## src/rtl/a429_tx.sv

```systemverilog
module a429_tx #(
  parameter int DEPTH         = 8,
  parameter int CLKS_PER_HALF = 4,
  parameter int GAP_BITS      = 4
) (
  input  logic        clk,
  input  logic        rst_n,
  input  logic [15:0] host_data,
  input  logic        load_lo,
  input  logic        load_hi,
  input  logic        parity_odd,
  input  logic        tx_enable,
  output logic        line_hi,
  output logic        line_lo,
  output logic        tx_ready,
  output logic        overflow
);
  localparam int AW       = (DEPTH > 1) ? $clog2(DEPTH) : 1;
  localparam int GAP_CLKS = GAP_BITS * 2 * CLKS_PER_HALF;
  localparam int CW       = $clog2(GAP_CLKS + 1);

  typedef enum logic [1:0] {IDLE, DATA, GAP} st_t;
  st_t st;

  logic [31:0]   mem [DEPTH];
  logic [AW-1:0] wp, rp;
  logic [AW:0]   cnt;
  logic [15:0]   lo_stage;
  logic [31:0]   shreg;
  logic          par_r;
  logic [4:0]    bitn;
  logic          phase;
  logic          first;
  logic [CW-1:0] tcnt;

  wire empty    = (cnt == '0);
  wire full     = (cnt == (AW+1)'(DEPTH));
  wire accept   = (st == IDLE) || first;
  wire push     = load_hi && accept && !full;
  wire half_end = (tcnt == CW'(CLKS_PER_HALF - 1));
  wire gap_end  = (st == GAP) && (tcnt == CW'(GAP_CLKS - 1));
  wire start    = tx_enable && !empty && ((st == IDLE) || gap_end);
  wire pop      = start;
  wire [31:0] nw = mem[rp];
  wire cur_bit  = (bitn == 5'd31) ? par_r : shreg[0];

  assign line_hi  = (st == DATA) && !phase && cur_bit;
  assign line_lo  = (st == DATA) && !phase && !cur_bit;
  assign tx_ready = (st == IDLE) && empty;

  always_ff @(posedge clk) begin
    if (push) mem[wp] <= {host_data, lo_stage};
  end

  always_ff @(posedge clk) begin
    if (!rst_n) begin
      wp <= '0; rp <= '0; cnt <= '0; lo_stage <= '0; overflow <= 1'b0;
    end else begin
      if (load_lo && accept) lo_stage <= host_data;
      if (load_hi && accept && full) overflow <= 1'b1;
      if (push) wp <= (wp == AW'(DEPTH - 1)) ? '0 : wp + 1'b1;
      if (pop)  rp <= (rp == AW'(DEPTH - 1)) ? '0 : rp + 1'b1;
      case ({push, pop})
        2'b10:   cnt <= cnt + 1'b1;
        2'b01:   cnt <= cnt - 1'b1;
        default: cnt <= cnt;
      endcase
    end
  end

  always_ff @(posedge clk) begin
    if (!rst_n) begin
      st <= IDLE; shreg <= '0; par_r <= 1'b0; bitn <= '0;
      phase <= 1'b0; first <= 1'b0; tcnt <= '0;
    end else if (start) begin
      st    <= DATA;
      shreg <= nw;
      par_r <= parity_odd ^ (^nw[30:0]);
      bitn  <= '0;
      phase <= 1'b0;
      tcnt  <= '0;
      first <= (st == IDLE);
    end else begin
      case (st)
        DATA: begin
          if (half_end) begin
            tcnt  <= '0;
            phase <= ~phase;
            if (phase) begin
              shreg <= {1'b0, shreg[31:1]};
              bitn  <= bitn + 1'b1;
              if (bitn == 5'd31) st <= GAP;
            end
          end else begin
            tcnt <= tcnt + 1'b1;
          end
        end
        GAP: begin
          if (gap_end) begin
            st   <= IDLE;
            tcnt <= '0;
          end else begin
            tcnt <= tcnt + 1'b1;
          end
        end
        default: tcnt <= '0;
      endcase
    end
  end

  assert_count_bound_R1: assert property (@(posedge clk) disable iff (!rst_n)
    cnt <= (AW+1)'(DEPTH));
  assert_blocked_write_R5: assert property (@(posedge clk) disable iff (!rst_n)
    (load_hi && !accept && !pop) |=> (cnt == $past(cnt)));
  assert_full_drop_R8: assert property (@(posedge clk) disable iff (!rst_n)
    (load_hi && full && !pop) |=> (cnt == $past(cnt)));
  assert_overflow_sticky_R8: assert property (@(posedge clk) disable iff (!rst_n)
    overflow |=> overflow);
  assert_gap_null_R6: assert property (@(posedge clk) disable iff (!rst_n)
    (st == GAP) |-> (!line_hi && !line_lo));
  assert_rz_null_R7: assert property (@(posedge clk) disable iff (!rst_n)
    (st == DATA && phase) |-> (!line_hi && !line_lo));
  assert_enable_gate_R9: assert property (@(posedge clk) disable iff (!rst_n)
    (st == IDLE && !tx_enable) |=> (st == IDLE));
endmodule

```

## config.mk

```make
export PLATFORM = sky130hd
export DESIGN_NAME = a429_tx
export DESIGN_NICKNAME = d
export VERILOG_FILES = /design/src/rtl/a429_tx.sv
export SDC_FILE = /design/constraint.sdc
export NUM_CORES = 1
export LEC_CHECK = 0
export BUFFER_PORTS_ARGS = -buffer_cell sky130_fd_sc_hd__buf_2
export CAP_MARGIN = 20
export CELL_PAD_IN_SITES_DETAIL_PLACEMENT = 0
export CELL_PAD_IN_SITES_GLOBAL_PLACEMENT = 1
export CORE_ASPECT_RATIO = 0.5
export CORE_MARGIN = 1.5
export CORE_UTILIZATION = 50
export DETAILED_ROUTE_END_ITERATION = 12
export GPL_TIMING_DRIVEN = 0
export PLACE_DENSITY_LB_ADDON = 0.1
export SYNTH_ARGS = -nofsm -noshare
export SYNTH_HDL_FRONTEND = slang
export SYNTH_SLANG_ARGS = --single-unit
```

## constraint.sdc

```tcl
create_clock -name clk -period 6.5 [get_ports clk]
set_clock_uncertainty 0.05 [all_clocks]
set_input_delay 1.3 -clock clk [delete_from_list [all_inputs] [get_ports clk]]
set_output_delay 1.3 -clock clk [all_outputs]
set_load 0.02 [all_outputs]
```

==> out/qor.csv <==
stage;metric;value;unit
cts;cts-resized-gates;0;
drt;ant_nets;0;
worst_hold_path;hold-path-cell-count;1;
placed_design;placed_area;0.0144;mm2
critical_path;critical_path_buf_inv_count;1;
critical_path;reg2reg_setup_slack;2.99;ns
critical_path;reg2reg_depth;15;
critical_path;cpPeakStageDelay;0.37;ns
global_route;grt_pass1_wl;46.5;mm
worst_hold_path;worst_hold_end;tcnt[0]$_SDFF_PP0_;
worst_hold_path;hold_path_startpoint;tcnt[0]$_SDFF_PP0_;
synthesis;synth_top_cell_area_share;57.1;%
critical_path;largest_driver_fanout_on_the_critical_path;3;
synthesis;netlist-cell-type-count;43;
critical_path;timing.critical_path.cells;ha_1 -> and3_1 -> ha_1 -> mux2i_1 -> nor3b_1 -> buf_2;
drt;route.top_layer_used;met4;
global_route;grt.overflow.total;0;
drt;drt-vias-per-instance;5.64;
synthesis;post_synth_instance_area;0.0135;mm2
global_route;largest_net_degree_at_the_start_of_global_routing;18;
drt;detail_route.wirelength;31.1;mm
cts;max-clock-path-buffers;3;
finish;multi_input_area;0.00398;mm2
drt;met3_length;2.37;mm
synthesis;count_of_flip_flops_with_a_built_in_enable_after_synthesis;256;
pwr;max-vdd-ir-drop;309;uV
cts;cts.sinks;334;
synthesis;synth.largest_area_cell;sky130_fd_sc_hd__edfxtp_1;
global_route;antenna_violations_before_repair;0;
sta;hold_viol_final;0;
floorplan;initial_core_util;51.0;%
finish;antennaDiodeCount;0;
pwr;pwr-share-comb;34.3;%
worst_hold_path;worstHoldPathType;flop to flop;
critical_path;timing.critical_path.from_type;flop;
global_route;grt_usage;22.7;%
synthesis;synth_async_sr_flop_share;0;%
drt;met2RoutedLength;13.3;mm
cts;cts_made_buffers;29;
synthesis;ys_seq_elements;334;
drt;detailroute.via_count;7756;
synthesis;synth-main-ff-cell;sky130_fd_sc_hd__edfxtp_1;
floorplan;dieArea;0.0280;mm2
synthesis;syn-instance-count;923;
finish;share_of_cells_above_drive_strength_1;17.1;%
sta;part_of_the_cycle_the_worst_path_needs;54.3;%
synthesis;syn-num-nets;958;
cts;cts_setup_buffers;0;
cts;ctsHtreeMaxLevel;1;
sta;unrepaired_setup_endpoints_after_global_routing;false;
sta;setup_total_negative_slack;0;ns
finish;filler_cell_count;2086;
critical_path;crit_path_frequent_cell;sky130_fd_sc_hd__ha_1;
floorplan;ports_placed_on_the_boundary;26;
drt;drc;0;
sta;slew_viol_final;0;
pwr;swShare;31.9;%
sta;upper_clock_frequency_limit;283;MHz
floorplan;die_width;235;um
placed_design;gp_congestion;0.777;
sta;timing.max_slew.rel_slack;31.7;%
drt;routed_wire_length_per_instance;22.6;um
finish;final_design_area_no_fill;0.0153;mm2
synthesis;netlist_top_cells_area;sky130_fd_sc_hd__edfxtp_1 57%, sky130_fd_sc_hd__dfxtp_1 12%, sky130_fd_sc_hd__mux4_2 5.5%;
run;max_cap_viol_count;0;
placed_design;place.port_buffers;25;
cts;worstSkewPairLatency;0.57;ns
floorplan;core_region_area;0.0264;mm2
finish;nets_finish;1037;
drt;drt-met1-wl;14.9;mm
critical_path;crit_type;flop to primary output;
pwr;power.switching;2.17;mW
synthesis;yosysWarnings;0;
pwr;seq_power_share;40.1;%
synthesis;synthesis.area_per_instance;14.6;um2
cts;postCtsHoldBufs;0;
placed_design;hpwl;21.3;mm
critical_path;r2r_start;tcnt[0]$_SDFF_PP0_;
drt;number_of_optimization_iterations_in_the_first_detailed_route_pass;5;
pwr;p_clk_share;25.6;%
floorplan;die_height;119;um
cts;clockRootBuffer;sky130_fd_sc_hd__clkbuf_16;
drt;drt-initial-drc-count;645;
critical_path;cp-end-kind;primary output;
sta;setup_violations;0;
pwr;design_power_total;6.80;mW
critical_path;timing.rr.end;cnt[2]$_SDFFE_PN0P_;
finish;areaGrowthSynthToFinish;13.8;%
finish;regArea;0.00925;mm2
floorplan;floorplan.rows;42;
synthesis;part_of_the_yosys_area_used_for_sequential_elements;68.7;%
sta;finalCriticalPeriod;3.53;ns
critical_path;critical-path-top-delay-family;adder cells;
global_route;number_of_global_route_vias_before_repair;7390;
cts;clock_tree_from_tritoncts;yes;
pwr;p_int;4.64;mW
critical_path;cp_data_required_time;5.15;ns
pwr;power.static_leakage;5.21;nW
status;outcome;completed;
critical_path;cpMaxStageDelayCell;sky130_fd_sc_hd__dfxtp_1;
pwr;power_density;444;mW/mm2
sta;tightestPinTransition;1.02;ns
critical_path;cp_data_arrival_time;2.18;ns
cts;clock_slew_at_the_register_clock_pins_of_the_worst_setup_and_hold_paths;0.06;ns
[cell families after synthesis]
| family | after synthesis | synth area share [%] |
|---|---|---|
| xor+xnor | 41 | 2.72 |
| buf+inv | 58 | 2.14 |
| mux | 98 | 10.3 |
| fa+ha+maj | 13 | 1.21 |
| compound gates | 112 | 5.84 |
| simple gates | 267 | 9.07 |
| flops | 334 | 68.7 |
[power groups by stage]
stage / Combinational (mW) / Clock, mW / Sequential [mW]
global route: 2.51 / 1.86 / 2.76
floorplan: 1.70 / 0 / 2.75
finish: 2.33 / 1.74 / 2.73
detailed placement: 2.34 / 0 / 2.78
CTS: 2.34 / 1.77 / 2.73
global placement: 2.27 / 0 / 2.79
[state kept, by name, indices dropped and copies added (netlist names), 2 cells and up, named ones only]
register and flops:
mem 256, bitn 5, cnt 4, shreg 32
rp 3, lo_stage 16, wp 3, st 2
tcnt 6
[worst reg2reg max path, cell delays in order (launching register included)]
cell	delay, ns
sky130_fd_sc_hd__dfxtp_1	0.35
sky130_fd_sc_hd__ha_1	0.19
sky130_fd_sc_hd__nand3_1	0.14
sky130_fd_sc_hd__nor3b_1	0.39
sky130_fd_sc_hd__nand2_1	0.10
sky130_fd_sc_hd__clkinv_1	0.09
sky130_fd_sc_hd__o21ai_1	0.17
sky130_fd_sc_hd__inv_2	0.18
sky130_fd_sc_hd__clkbuf_1	0.44
sky130_fd_sc_hd__ha_1	0.35
sky130_fd_sc_hd__xor2_1	0.18
sky130_fd_sc_hd__ha_1	0.16
sky130_fd_sc_hd__a21oi_1	0.05
sky130_fd_sc_hd__xor2_1	0.17
sky130_fd_sc_hd__or3_1	0.31
sky130_fd_sc_hd__a21boi_1	0.13
[metal layers]
layer,global-route usage (%),vias to the layer above
li1,-,3596
met1,34.6,3895
met2,33.5,224
met3,5.45,41
met4,4.42,0
met5,0,-
[worst max-delay path by stage]
stage                               startpoint                   to  slack (ns)  depth (start not counted)
after floorplan                        load_hi  mem[0][0]$_DFFE_PP_        1.11                          4
after global placement                 load_hi  mem[0][8]$_DFFE_PP_       -2.37                          5
after detailed placement               load_hi  mem[4][8]$_DFFE_PP_        2.56                          9
after CTS                   tcnt[0]$_SDFF_PP0_  cnt[2]$_SDFFE_PN0P_        2.93                         15
after global routing        tcnt[0]$_SDFF_PP0_  cnt[2]$_SDFFE_PN0P_        2.65                         15
final                     bitn[0]$_SDFFE_PP0P_              line_lo        2.97                          6
[metrics by stage]
| stage | std cells | util, % | hold WS [ns] | worst slack, ns |
|---|---|---|---|---|
| after floorplan | 923 | - | 0.368 | 1.11 |
| after global placement | 1300 | 53.1 | 0.377 | -2.37 |
| after detailed placement | 1323 | 54.4 | 0.387 | 2.56 |
| after CTS | 1376 | 58.0 | 0.401 | 2.93 |
| after global routing | 1376 | 58.0 | 0.417 | 2.65 |
| final | 1376 | 58.0 | 0.398 | 2.97 |
[synth_stat cells (12+ instances only)]
library cell,instances
sky130_fd_sc_hd__a21oi_2,27
sky130_fd_sc_hd__o22ai_1,32
sky130_fd_sc_hd__edfxtp_1,256
sky130_fd_sc_hd__a21boi_1,18
sky130_fd_sc_hd__nand3_1,37
sky130_fd_sc_hd__and3_1,33
sky130_fd_sc_hd__xnor2_1,30
sky130_fd_sc_hd__nand2_1,146
sky130_fd_sc_hd__ha_1,13
sky130_fd_sc_hd__mux2i_1,65
sky130_fd_sc_hd__mux4_2,33
sky130_fd_sc_hd__nor2_1,14
sky130_fd_sc_hd__a21oi_1,12
sky130_fd_sc_hd__clkbuf_1,35
sky130_fd_sc_hd__dfxtp_1,78
[final cells by class]
| cell class | count | area share [%] |
|---|---|---|
| Inverter | 9 | 0.220 |
| Timing Repair Buffer | 48 | 2.73 |
| Multi-Input combinational cell | 531 | 26.0 |
| Clock inverter | 13 | 0.979 |
| Sequential cell | 334 | 60.3 |
| Tap cell | 352 | 2.87 |
| Clock buffer | 40 | 5.26 |
| Buffer | 49 | 1.66 |
[layout by cell type, fill, tap and decap left out, drive strengths merged]
master and n:
nor3b 3, nand2b 6, mux2i 65, o21a 2, inv 9, or3 2
xnor2 31, a21bo 1, o22ai 32, nor4 3, clkbuf 75, nor2b 9
mux4 33, a21oi 39, nor3 8, clkinv 10, a221oi 1, nor2 14
edfxtp 256, bufinv 3, nand2 146, o21ai 9, nand4 2, a31oi 1
a22oi 1, buf 62, dfxtp 78, ha 13, and2 3, a21boi 25
o32a 1, xor2 10, nand3 37, and3 33, nor4bb 1
No activity file was read; power rests on OpenSTA's default activity.
